**config.mk**
```make
export PLATFORM = sky130hd
export DESIGN_NAME = mac_irq_status
export DESIGN_NICKNAME = d
export VERILOG_FILES = /design/src/rtl/mac_irq_pkg.sv /design/src/rtl/mac_irq_sticky.sv /design/src/rtl/mac_irq_tcmp.sv /design/src/rtl/mac_irq_status.sv
export SDC_FILE = /design/constraint.sdc
export NUM_CORES = 1
export LEC_CHECK = 0
export ABC_AREA = 0
export BUFFER_PORTS_ARGS = -buffer_cell sky130_fd_sc_hd__buf_4
export CAP_MARGIN = 20
export CELL_PAD_IN_SITES_DETAIL_PLACEMENT = 0
export CELL_PAD_IN_SITES_GLOBAL_PLACEMENT = 2
export CORE_MARGIN = 2
export CORE_UTILIZATION = 16
export DETAILED_ROUTE_END_ITERATION = 8
export PLACE_DENSITY_LB_ADDON = 0.12
export SYNTH_ARGS = -nofsm -noshare
export SYNTH_HDL_FRONTEND = slang
export SYNTH_HIERARCHICAL = 1
export SYNTH_SLANG_ARGS = --single-unit
```
**constraint.sdc**
```tcl
create_clock -name clk -period 2.46 [get_ports clk]
set_input_delay 0.492 -clock clk [delete_from_list [all_inputs] [get_ports clk]]
set_output_delay 0.492 -clock clk [all_outputs]
set_load 0.01 [all_outputs]
```
**src/rtl/mac_irq_pkg.sv**
```systemverilog
package mac_irq_pkg;
    localparam int DATA_W   = 32;
    localparam int BIT_LPI  = 10;
    localparam int BIT_TS   = 9;
    localparam int BIT_TXC  = 6;
    localparam int BIT_RXC  = 5;
    localparam int BIT_ANYC = 4;
    localparam int BIT_PMT  = 3;

    localparam logic [DATA_W-1:0] IMPL_MASK =
        (DATA_W'(1) << BIT_LPI) | (DATA_W'(1) << BIT_TS)  |
        (DATA_W'(1) << BIT_TXC) | (DATA_W'(1) << BIT_RXC) |
        (DATA_W'(1) << BIT_ANYC) | (DATA_W'(1) << BIT_PMT);

    typedef struct packed {
        logic [DATA_W-1:0] mask;
        logic [DATA_W-1:0] rdata;
    } regs_t;
endpackage

```
**src/rtl/mac_irq_sticky.sv**
```systemverilog
module mac_irq_sticky (
    input  logic clk,
    input  logic rst_n,
    input  logic set_i,
    input  logic clr_i,
    output logic flag_o
);
    logic flag_d, flag_q;

    always_comb begin
        flag_d = flag_q;
        if (clr_i) flag_d = 1'b0;
        if (set_i) flag_d = 1'b1;   // set wins over clear
    end

    always_ff @(posedge clk) begin
        if (!rst_n) flag_q <= 1'b0;
        else        flag_q <= flag_d;
    end

    assign flag_o = flag_q;
endmodule

```
**src/rtl/mac_irq_tcmp.sv**
```systemverilog
module mac_irq_tcmp #(
    parameter int SEC_W = 32,
    parameter int NS_W  = 30
) (
    input  logic             clk,
    input  logic             rst_n,
    input  logic [SEC_W-1:0] sys_sec,
    input  logic [NS_W-1:0]  sys_ns,
    input  logic [SEC_W-1:0] tgt_sec,
    input  logic [NS_W-1:0]  tgt_ns,
    output logic             hit_o
);
    logic ge_d, ge_q;

    always_comb begin
        if (sys_sec != tgt_sec) ge_d = (sys_sec > tgt_sec);
        else                    ge_d = (sys_ns >= tgt_ns);
    end

    always_ff @(posedge clk) begin
        if (!rst_n) ge_q <= 1'b0;
        else        ge_q <= ge_d;
    end

    // single-cycle event on the first cycle the condition holds
    assign hit_o = ge_d & ~ge_q;
endmodule

```
**src/rtl/mac_irq_status.sv**
```systemverilog
module mac_irq_status
    import mac_irq_pkg::*;
#(
    parameter int ADDR_W = 4,
    parameter int SEC_W  = 32,
    parameter int NS_W   = 30,
    parameter int TX_W   = 18,
    parameter int RX_W   = 18,
    parameter logic [ADDR_W-1:0] STAT_ADDR = 0,
    parameter logic [ADDR_W-1:0] MASK_ADDR = 1
) (
    input  logic              clk,
    input  logic              rst_n,
    input  logic              rd_en,
    input  logic              wr_en,
    input  logic [ADDR_W-1:0] addr,
    input  logic [31:0]       wr_data,
    output logic [31:0]       rd_data,
    input  logic              lpi_tx_chg,
    input  logic              lpi_rx_chg,
    input  logic              lpi_flag_rd,
    input  logic [SEC_W-1:0]  sys_sec,
    input  logic [NS_W-1:0]   sys_ns,
    input  logic [SEC_W-1:0]  tgt_sec,
    input  logic [NS_W-1:0]   tgt_ns,
    input  logic              adv_ts_mode,
    input  logic              tgt_sec_ovf,
    input  logic              ts_ovf_rd,
    input  logic [TX_W-1:0]   mmc_tx_irq,
    input  logic [RX_W-1:0]   mmc_rx_irq,
    input  logic              pmt_evt,
    output logic              irq_o
);
    regs_t regs_d, regs_q;

    logic stat_rd;
    logic ts_hit, ts_set, ts_clr, ts_flag;
    logic lpi_set, lpi_flag;
    logic tx_any, rx_any;
    logic [DATA_W-1:0] status_w;

    assign stat_rd = rd_en && (addr == STAT_ADDR);

    mac_irq_tcmp #(.SEC_W(SEC_W), .NS_W(NS_W)) u_tcmp (
        .clk     (clk),
        .rst_n   (rst_n),
        .sys_sec (sys_sec),
        .sys_ns  (sys_ns),
        .tgt_sec (tgt_sec),
        .tgt_ns  (tgt_ns),
        .hit_o   (ts_hit)
    );

    assign ts_set = ts_hit | (adv_ts_mode & tgt_sec_ovf);
    assign ts_clr = stat_rd | ts_ovf_rd;

    mac_irq_sticky u_ts_flag (
        .clk    (clk),
        .rst_n  (rst_n),
        .set_i  (ts_set),
        .clr_i  (ts_clr),
        .flag_o (ts_flag)
    );

    assign lpi_set = lpi_tx_chg | lpi_rx_chg;

    mac_irq_sticky u_lpi_flag (
        .clk    (clk),
        .rst_n  (rst_n),
        .set_i  (lpi_set),
        .clr_i  (lpi_flag_rd),
        .flag_o (lpi_flag)
    );

    assign tx_any = |mmc_tx_irq;
    assign rx_any = |mmc_rx_irq;

    always_comb begin
        status_w           = '0;
        status_w[BIT_LPI]  = lpi_flag;
        status_w[BIT_TS]   = ts_flag;
        status_w[BIT_TXC]  = tx_any;
        status_w[BIT_RXC]  = rx_any;
        status_w[BIT_ANYC] = tx_any | rx_any;
        status_w[BIT_PMT]  = pmt_evt;
    end

    always_comb begin
        regs_d = regs_q;
        if (wr_en && (addr == MASK_ADDR))
            regs_d.mask = wr_data & IMPL_MASK;
        if (rd_en) begin
            if (addr == STAT_ADDR)      regs_d.rdata = status_w;
            else if (addr == MASK_ADDR) regs_d.rdata = regs_q.mask;
            else                        regs_d.rdata = '0;
        end
    end

    always_ff @(posedge clk) begin
        if (!rst_n) regs_q <= '0;
        else        regs_q <= regs_d;
    end

    assign rd_data = regs_q.rdata;
    assign irq_o   = |(status_w & ~regs_q.mask);
endmodule

```
==> results of run 1 <==
-- timing repair --
item / CTS / global route
setup endpoints to repair: 1 / 1
gates cloned: 0 / 0
pin swaps: 2 / 0
gates resized for setup: 10 / 5
-- through the flow --
step           cell area (µm²)  total power [mW]
3_3_place_gp              4180             0.780
2_1_floorplan             2690             0.512
5_1_grt                   4390              1.21
3_5_place_dp              4180             0.782
6_report                  4390              1.11
4_1_cts                   4340              1.12
-- worst max-delay path, stage by stage --
cell and delay [ns]:
sky130_fd_sc_hd__buf_4 0.08, sky130_fd_sc_hd__inv_1 0.05, sky130_fd_sc_hd__ha_4 0.26, sky130_fd_sc_hd__nand4_1 0.12
sky130_fd_sc_hd__or4_4 0.57, sky130_fd_sc_hd__nor4_4 0.17, sky130_fd_sc_hd__nand4_1 0.13, sky130_fd_sc_hd__a311oi_2 0.27
sky130_fd_sc_hd__nor3_1 0.08, sky130_fd_sc_hd__a21o_1 0.17, sky130_fd_sc_hd__o21a_1 0.17
-- cells in the mapped netlist, drive strengths merged (3+ instances only) --
library cell | number | area share
a21oi | 25 | 0.048
a222oi | 4 | 0.015
buf | 33 | 0.096
dfxtp | 15 | 0.12
ha | 62 | 0.30
inv | 66 | 0.096
mux2i | 6 | 0.023
nand2 | 18 | 0.026
nand2b | 6 | 0.014
nand3 | 5 | 0.0097
nand4 | 14 | 0.034
nor2 | 10 | 0.014
nor2b | 14 | 0.040
nor3 | 3 | 0.0077
nor4 | 12 | 0.034
o21a | 3 | 0.0087
o21ai | 12 | 0.023
-- kinds of logic (layout without fill, tap and decap cells) --
| group | count (synthesis) | after routing | synth area share |
|---|---|---|---|
| AO/OA/AOI/OAI | 64 | 64 | 0.160 |
| adder cells (fa/ha/maj) | 62 | 62 | 0.299 |
| buffers and inverters | 100 | 266 | 0.193 |
| flip-flops | 15 | 15 | 0.116 |
| multiplexers | 6 | 6 | 0.0232 |
| other | 1 | 26 | 0.00145 |
| AND/OR/NAND/NOR | 90 | 90 | 0.207 |
-- layout make-up --
cell class / count / area (µm²) / area share
clock buffers: 4 / 78.8 / 0.0180
inverters: 66 / 248 / 0.0565
flip-flops and latches: 15 / 300 / 0.0684
repair buffers: 196 / 1470 / 0.335
well taps: 216 / 270 / 0.0616
multi-input cells: 248 / 2020 / 0.460
-- routing by layer --
metal | wire length, µm | track usage | up-vias
met4 | 41 | 0.0103 | 0
met5 | 0 | 0 | -
li1 | - | - | 1508
met1 | 3900 | 0.118 | 1229
met3 | 943 | 0.0382 | 4
met2 | 4260 | 0.182 | 146
-- flip-flops by register name, indices dropped and copies added, names as in the netlist --
register,flops
u_tcmp/ge_q,1
u_lpi_flag/flag_o,1
regs_q,6
u_ts_flag/flag_o,1
rd_data,6
-- cell usage in the layout (no fill, tap or decap), types with 2 or more instances in the layout --
cell type,Yosys,layout
sky130_fd_sc_hd__o21bai_1,2,2
sky130_fd_sc_hd__nor2b_4,2,2
sky130_fd_sc_hd__o211ai_1,2,2
sky130_fd_sc_hd__nor4_1,10,10
sky130_fd_sc_hd__a222oi_1,4,4
sky130_fd_sc_hd__ha_1,62,52
sky130_fd_sc_hd__nand2_1,18,18
sky130_fd_sc_hd__clkbuf_16,0,3
sky130_fd_sc_hd__a211oi_1,2,2
sky130_fd_sc_hd__a22oi_1,2,2
sky130_fd_sc_hd__inv_2,0,4
sky130_fd_sc_hd__dfxtp_1,15,15
sky130_fd_sc_hd__mux2i_1,6,6
sky130_fd_sc_hd__nand2b_1,6,6
sky130_fd_sc_hd__nor3_1,2,2
sky130_fd_sc_hd__conb_1,1,26
sky130_fd_sc_hd__nand4_1,14,14
sky130_fd_sc_hd__and3_1,2,2
sky130_fd_sc_hd__a221oi_1,2,2
sky130_fd_sc_hd__inv_1,66,62
sky130_fd_sc_hd__nand3_1,5,5
sky130_fd_sc_hd__nor2_1,10,10
sky130_fd_sc_hd__a21boi_1,2,2
sky130_fd_sc_hd__ha_4,0,10
sky130_fd_sc_hd__a21oi_1,25,25
sky130_fd_sc_hd__or2_2,2,2
sky130_fd_sc_hd__nor2b_1,12,12
sky130_fd_sc_hd__o21ai_0,12,12
sky130_fd_sc_hd__o21a_1,3,3
sky130_fd_sc_hd__buf_4,33,196
-- power by group --
| group | switching, mW | leakage (nW) | internal (mW) |
|---|---|---|---|
| sequential | 0.00437 | 0.122 | 0.250 |
| clock | 0.0962 | 0.0382 | 0.219 |
| combinational | 0.216 | 2.13 | 0.321 |
-- how the worst max path moves through the flow --
| stage | slack [ns] | from | cells after the start | to |
|---|---|---|---|---|
| floorplan | 0.01 | tgt_sec[27] | 10 | u_ts_flag/flag_o |
| global placement | -0.42 | sys_sec[25] | 10 | u_ts_flag/flag_o |
| detailed placement | -0.42 | sys_sec[17] | 10 | u_ts_flag/flag_o |
| CTS | -0.03 | tgt_sec[27] | 11 | u_ts_flag/flag_o |
| global route | -0.12 | tgt_sec[27] | 11 | u_ts_flag/flag_o |
| finish | 0.04 | tgt_sec[27] | 11 | u_ts_flag/flag_o |
==> results.sh, run 1 <==
export IMPL_outcome="completed"
export IMPL_dpl_hpwl_mm=8.31
export IMPL_floorplan_rows=46
export IMPL_yosys_warnings=6
export IMPL_final_core_util=0.276
export IMPL_dominantRegCellSynth="sky130_fd_sc_hd__dfxtp_1"
export IMPL_clock_tree_htree_level_count=1
export IMPL_critical_path_reg2reg_startpoint="rd_data[4]"
export IMPL_detailedRoute_firstPassIterationCount=4
export IMPL_cts_clk_slew_worst_paths_ns=0.05
export IMPL_cts_root_buffer_cell="sky130_fd_sc_hd__clkbuf_16"
export IMPL_fin_worst_skew_ns=0.000428
export IMPL_die_height_um=131
export IMPL_post_cts_setup_buffer_count=0
export IMPL_antennaDiodeCount=0
export IMPL_detail_route_drc_violations=0
export IMPL_detail_route_wl_per_cell_um=12.3
export IMPL_power_static_leakage_nw=2.29
export IMPL_fp_dieArea_um2=17200
export IMPL_top_ports=240
export IMPL_r2r_slack_ns=1.60
export IMPL_flow_area_growth_from_synthesis_pct=69.3
export IMPL_design_core_area_um2=15900
export IMPL_via_per_inst=3.88
export IMPL_cts_tree="done"
export IMPL_sequential_area_share_after_synthesis=0.116
export IMPL_start_util=0.163
export IMPL_ys_ff_latch=15
export IMPL_r2r_worst_path_cells=4
export IMPL_crit_type="in2reg"
export IMPL_holdPathStages=3
export IMPL_netlist_area_um2=2590
export IMPL_postLayoutSetupSlackWorst_ns=0.0373
export IMPL_drive_gt1_frac=0.422
export IMPL_post_place_cells=741
export IMPL_stdcell_count=745
export IMPL_synth_area_per_cell_um2=7.67
export IMPL_finish_net_count=799
export IMPL_critPathRequiredTime_ns=2.60
export IMPL_max_freq_ghz=0.413
export IMPL_finalHoldViolCount=0
export IMPL_detail_route_wirelength_mm=9.14
export IMPL_port_buffer_count=187
export IMPL_power_per_cell_area_nw_per_um2=252
export IMPL_overall_overflow_remaining_after_global_route=0
export IMPL_first_global_vias=2989
export IMPL_setup_viol=0
export IMPL_hold_path_startpoint="wr_data[10]"
export IMPL_fillers=1782
export IMPL_grt_antenna_before_repair=0
export IMPL_final_max_slew_violation_count=0
export IMPL_worstSetupStartpointType="primary input"
export IMPL_clock_sinks=15
export IMPL_timing_hold_worst_class="in2reg"
export IMPL_grt_pass1_wl_mm=14.5
export IMPL_cts_made_buffers=3
export IMPL_die_width_um=131
export IMPL_synth_edff_count=0
export IMPL_timing_critical_path_fanout_max=2
export IMPL_setup_total_negative_slack_ns=0
export IMPL_max_vdd_ir_drop_mv=0.188
export IMPL_groute_usage_overall=0.101
export IMPL_timing_final_crit_share=0.985
export IMPL_pin_count_of_the_biggest_net_entering_global_routing=17
export IMPL_gpl_final_weighted_congestion=0.813
export IMPL_final_antenna_net_count=0
export IMPL_cts_hold_fix_buffers=0
export IMPL_initialDrtViolationCount=93
export IMPL_grt_setup_unrepaired="yes"
export IMPL_fin_crit_ns=2.42
export IMPL_yosys_cell_types_count=42
export IMPL_preCtsSetupSlack_ns=-0.416
export IMPL_hold_crit_endpoint="regs_q[42]"
export IMPL_clk_latency_ns=0.24
export IMPL_end_kind="flop"
export IMPL_async_reset_ff_frac=0
export IMPL_cts_buffer_depth=2
export IMPL_r2r_end="rd_data[4]"
export IMPL_synth_cells=338
export IMPL_route_vias_total=2887
export IMPL_holdWs_ns=0.508
export IMPL_drv_max_cap_violation_count=0
export IMPL_critPathArrivalTime_ns=2.56
Note: power is estimated with default switching activity, not from simulation.
==> run 2, diff against run 1 <==
--- a/config.mk
+++ b/config.mk
@@ -10,10 +10,11 @@
 export CAP_MARGIN = 20
 export CELL_PAD_IN_SITES_DETAIL_PLACEMENT = 0
 export CELL_PAD_IN_SITES_GLOBAL_PLACEMENT = 2
+export CORE_ASPECT_RATIO = 0.7
 export CORE_MARGIN = 2
 export CORE_UTILIZATION = 16
 export DETAILED_ROUTE_END_ITERATION = 8
-export PLACE_DENSITY_LB_ADDON = 0.12
+export PLACE_DENSITY = 0.85
 export SYNTH_ARGS = -nofsm -noshare
 export SYNTH_HDL_FRONTEND = slang
 export SYNTH_HIERARCHICAL = 1
==> results.sh, run 2 (synthesis gave the netlist of run 1 again) <==
export IMPL_outcome="complete, but fails checks"
export IMPL_violated_checks="negative setup slack"
export IMPL_r2r_slack_ns=1.59
export IMPL_max_vdd_ir_drop_mv=0.199
export IMPL_cts_root_buffer_cell="sky130_fd_sc_hd__clkbuf_16"
export IMPL_max_freq_ghz=0.394
export IMPL_cts_hold_fix_buffers=0
export IMPL_critical_path_reg2reg_startpoint="rd_data[4]"
export IMPL_r2r_worst_path_cells=4
export IMPL_top_ports=240
export IMPL_regArea_um2=300
export IMPL_final_max_slew_violation_count=0
export IMPL_post_place_cells=725
export IMPL_holdWs_ns=0.509
export IMPL_cts_buffer_depth=2
export IMPL_worstSetupStartpointType="primary input"
export IMPL_hold_path_startpoint="wr_data[4]"
export IMPL_die_height_um=110
export IMPL_start_util=0.165
export IMPL_fp_dieArea_um2=17200
export IMPL_final_antenna_net_count=0
export IMPL_fin_crit_ns=2.54
export IMPL_pin_count_of_the_biggest_net_entering_global_routing=17
export IMPL_drv_max_cap_violation_count=0
export IMPL_multiInputGateArea_um2=2020
export IMPL_clock_tree_htree_level_count=1
export IMPL_power_per_cell_area_nw_per_um2=254
export IMPL_detailedRoute_firstPassIterationCount=4
export IMPL_finish_net_count=799
export IMPL_floorplan_rows=38
export IMPL_r2r_end="rd_data[4]"
export IMPL_detail_route_wl_per_cell_um=11.6
export IMPL_crit_type="in2reg"
export IMPL_cts_made_buffers=3
export IMPL_overall_overflow_remaining_after_global_route=0
export IMPL_holdPathStages=3
export IMPL_setup_viol=1
export IMPL_flow_area_growth_from_synthesis_pct=68.7
export IMPL_fillers=1720
export IMPL_detail_route_wirelength_mm=8.44
export IMPL_dpl_hpwl_mm=7.75
export IMPL_detail_route_drc_violations=0
export IMPL_port_buffer_count=187
export IMPL_layout_common_cells="sky130_fd_sc_hd__buf_4, sky130_fd_sc_hd__inv_1, sky130_fd_sc_hd__ha_1"
export IMPL_fin_worst_skew_ns=0.00160
export IMPL_design_core_area_um2=15700
export IMPL_timing_critical_path_fanout_max=2
export IMPL_clock_sinks=15
export IMPL_grt_antenna_before_repair=0
export IMPL_postPlaceCellArea_um2=4160
export IMPL_gpl_final_weighted_congestion=0.793
export IMPL_stdcell_count=729
export IMPL_antennaDiodeCount=0
export IMPL_finalHoldViolCount=0
export IMPL_clk_latency_ns=0.24
export IMPL_grt_pass1_wl_mm=13.6
export IMPL_tightestPinTransition_ns=0.495
export IMPL_critPathRequiredTime_ns=2.60
export IMPL_drive_gt1_frac=0.420
export IMPL_timing_max_slew_rel_slack=0.667
export IMPL_post_cts_setup_buffer_count=0
export IMPL_timing_final_crit_share=1.03
export IMPL_die_width_um=156
export IMPL_via_per_inst=3.95
export IMPL_timing_hold_worst_class="in2reg"
export IMPL_mostFrequentLayoutCell="sky130_fd_sc_hd__buf_4"
export IMPL_end_kind="flop"
export IMPL_critPathArrivalTime_ns=2.68
export IMPL_grt_setup_unrepaired="yes"
export IMPL_postLayoutSetupSlackWorst_ns=-0.0782
export IMPL_cts_tree="done"
export IMPL_route_vias_total=2881
export IMPL_final_cell_area_um2=4370
export IMPL_hold_crit_endpoint="regs_q[36]"
export IMPL_cts_clk_slew_worst_paths_ns=0.05
export IMPL_groute_usage_overall=0.0942
export IMPL_first_global_vias=2984
export IMPL_initialDrtViolationCount=64
export IMPL_power_static_leakage_nw=2.29
==> run 2: cell count changes in the layout (fill, tap and decap cells not counted) <==
cell	previous run	this run
sky130_fd_sc_hd__ha_4	10	9
sky130_fd_sc_hd__nor3_1	2	1
sky130_fd_sc_hd__inv_1	62	63
sky130_fd_sc_hd__inv_2	4	3
sky130_fd_sc_hd__a311oi_2	1	0
sky130_fd_sc_hd__a311oi_4	0	1
sky130_fd_sc_hd__nor3_2	1	2
sky130_fd_sc_hd__ha_1	52	53
==> run 2: stage by stage <==
stage / power, mW / setup WS, ns / util / setup TNS [ns]
after floorplan: 0.512 / 0.0129 / - / 0
final: 1.11 / -0.0782 / 0.279 / -0.0782
after global routing: 1.20 / -0.261 / 0.279 / -0.261
after global placement: 0.767 / -0.603 / 0.265 / -0.889
after CTS: 1.12 / -0.184 / 0.277 / -0.184
after detailed placement: 0.779 / -0.624 / 0.265 / -0.900
==> run 2: worst max-delay path by stage <==
| stage | from | endpoint |
|---|---|---|
| CTS | tgt_sec[17] | u_ts_flag/flag_o |
| detailed placement | sys_sec[27] | u_ts_flag/flag_o |
| finish | tgt_sec[24] | u_ts_flag/flag_o |
| floorplan | tgt_sec[27] | u_ts_flag/flag_o |
| global placement | sys_sec[27] | u_ts_flag/flag_o |
| global route | tgt_sec[24] | u_ts_flag/flag_o |
==> run 2: routing by layer <==
layer,vias up,GRT usage,routed length (µm)
met3,4,0.0177,622
met1,1258,0.122,3900
met4,0,0.0183,51
met5,-,0,0
met2,109,0.163,3870
li1,1510,-,-
==> run 2: cell type report <==
type,instances,share of cell area
multi-input combinational,248,0.463
timing repair buffer,196,0.337
sequential,15,0.0687
tap,200,0.0572
inverter,66,0.0567
clock buffer,4,0.0180
==> run 2: critical path: stages <==
cell	delay, ns
sky130_fd_sc_hd__buf_4	0.08
sky130_fd_sc_hd__inv_1	0.05
sky130_fd_sc_hd__ha_4	0.26
sky130_fd_sc_hd__nand4_1	0.11
sky130_fd_sc_hd__or4_4	0.56
sky130_fd_sc_hd__nor4_4	0.19
sky130_fd_sc_hd__nand4_1	0.20
sky130_fd_sc_hd__a311oi_4	0.32
sky130_fd_sc_hd__nor3_2	0.07
sky130_fd_sc_hd__a21o_1	0.17
sky130_fd_sc_hd__o21a_1	0.17
==> run 2: where the power goes <==
| group | total [mW] | switching (mW) | internal (mW) |
|---|---|---|---|
| logic | 0.539 | 0.216 | 0.324 |
| clock network | 0.318 | 0.0981 | 0.219 |
| registers | 0.255 | 0.00456 | 0.250 |
| total | 1.11 | 0.318 | 0.794 |
==> run 2: timing repair <==
| action | in CTS | in global routing |
|---|---|---|
| pin swaps | 2 | 0 |
| resized for setup | 12 | 3 |
| endpoints found under the setup margin | 2 | 1 |
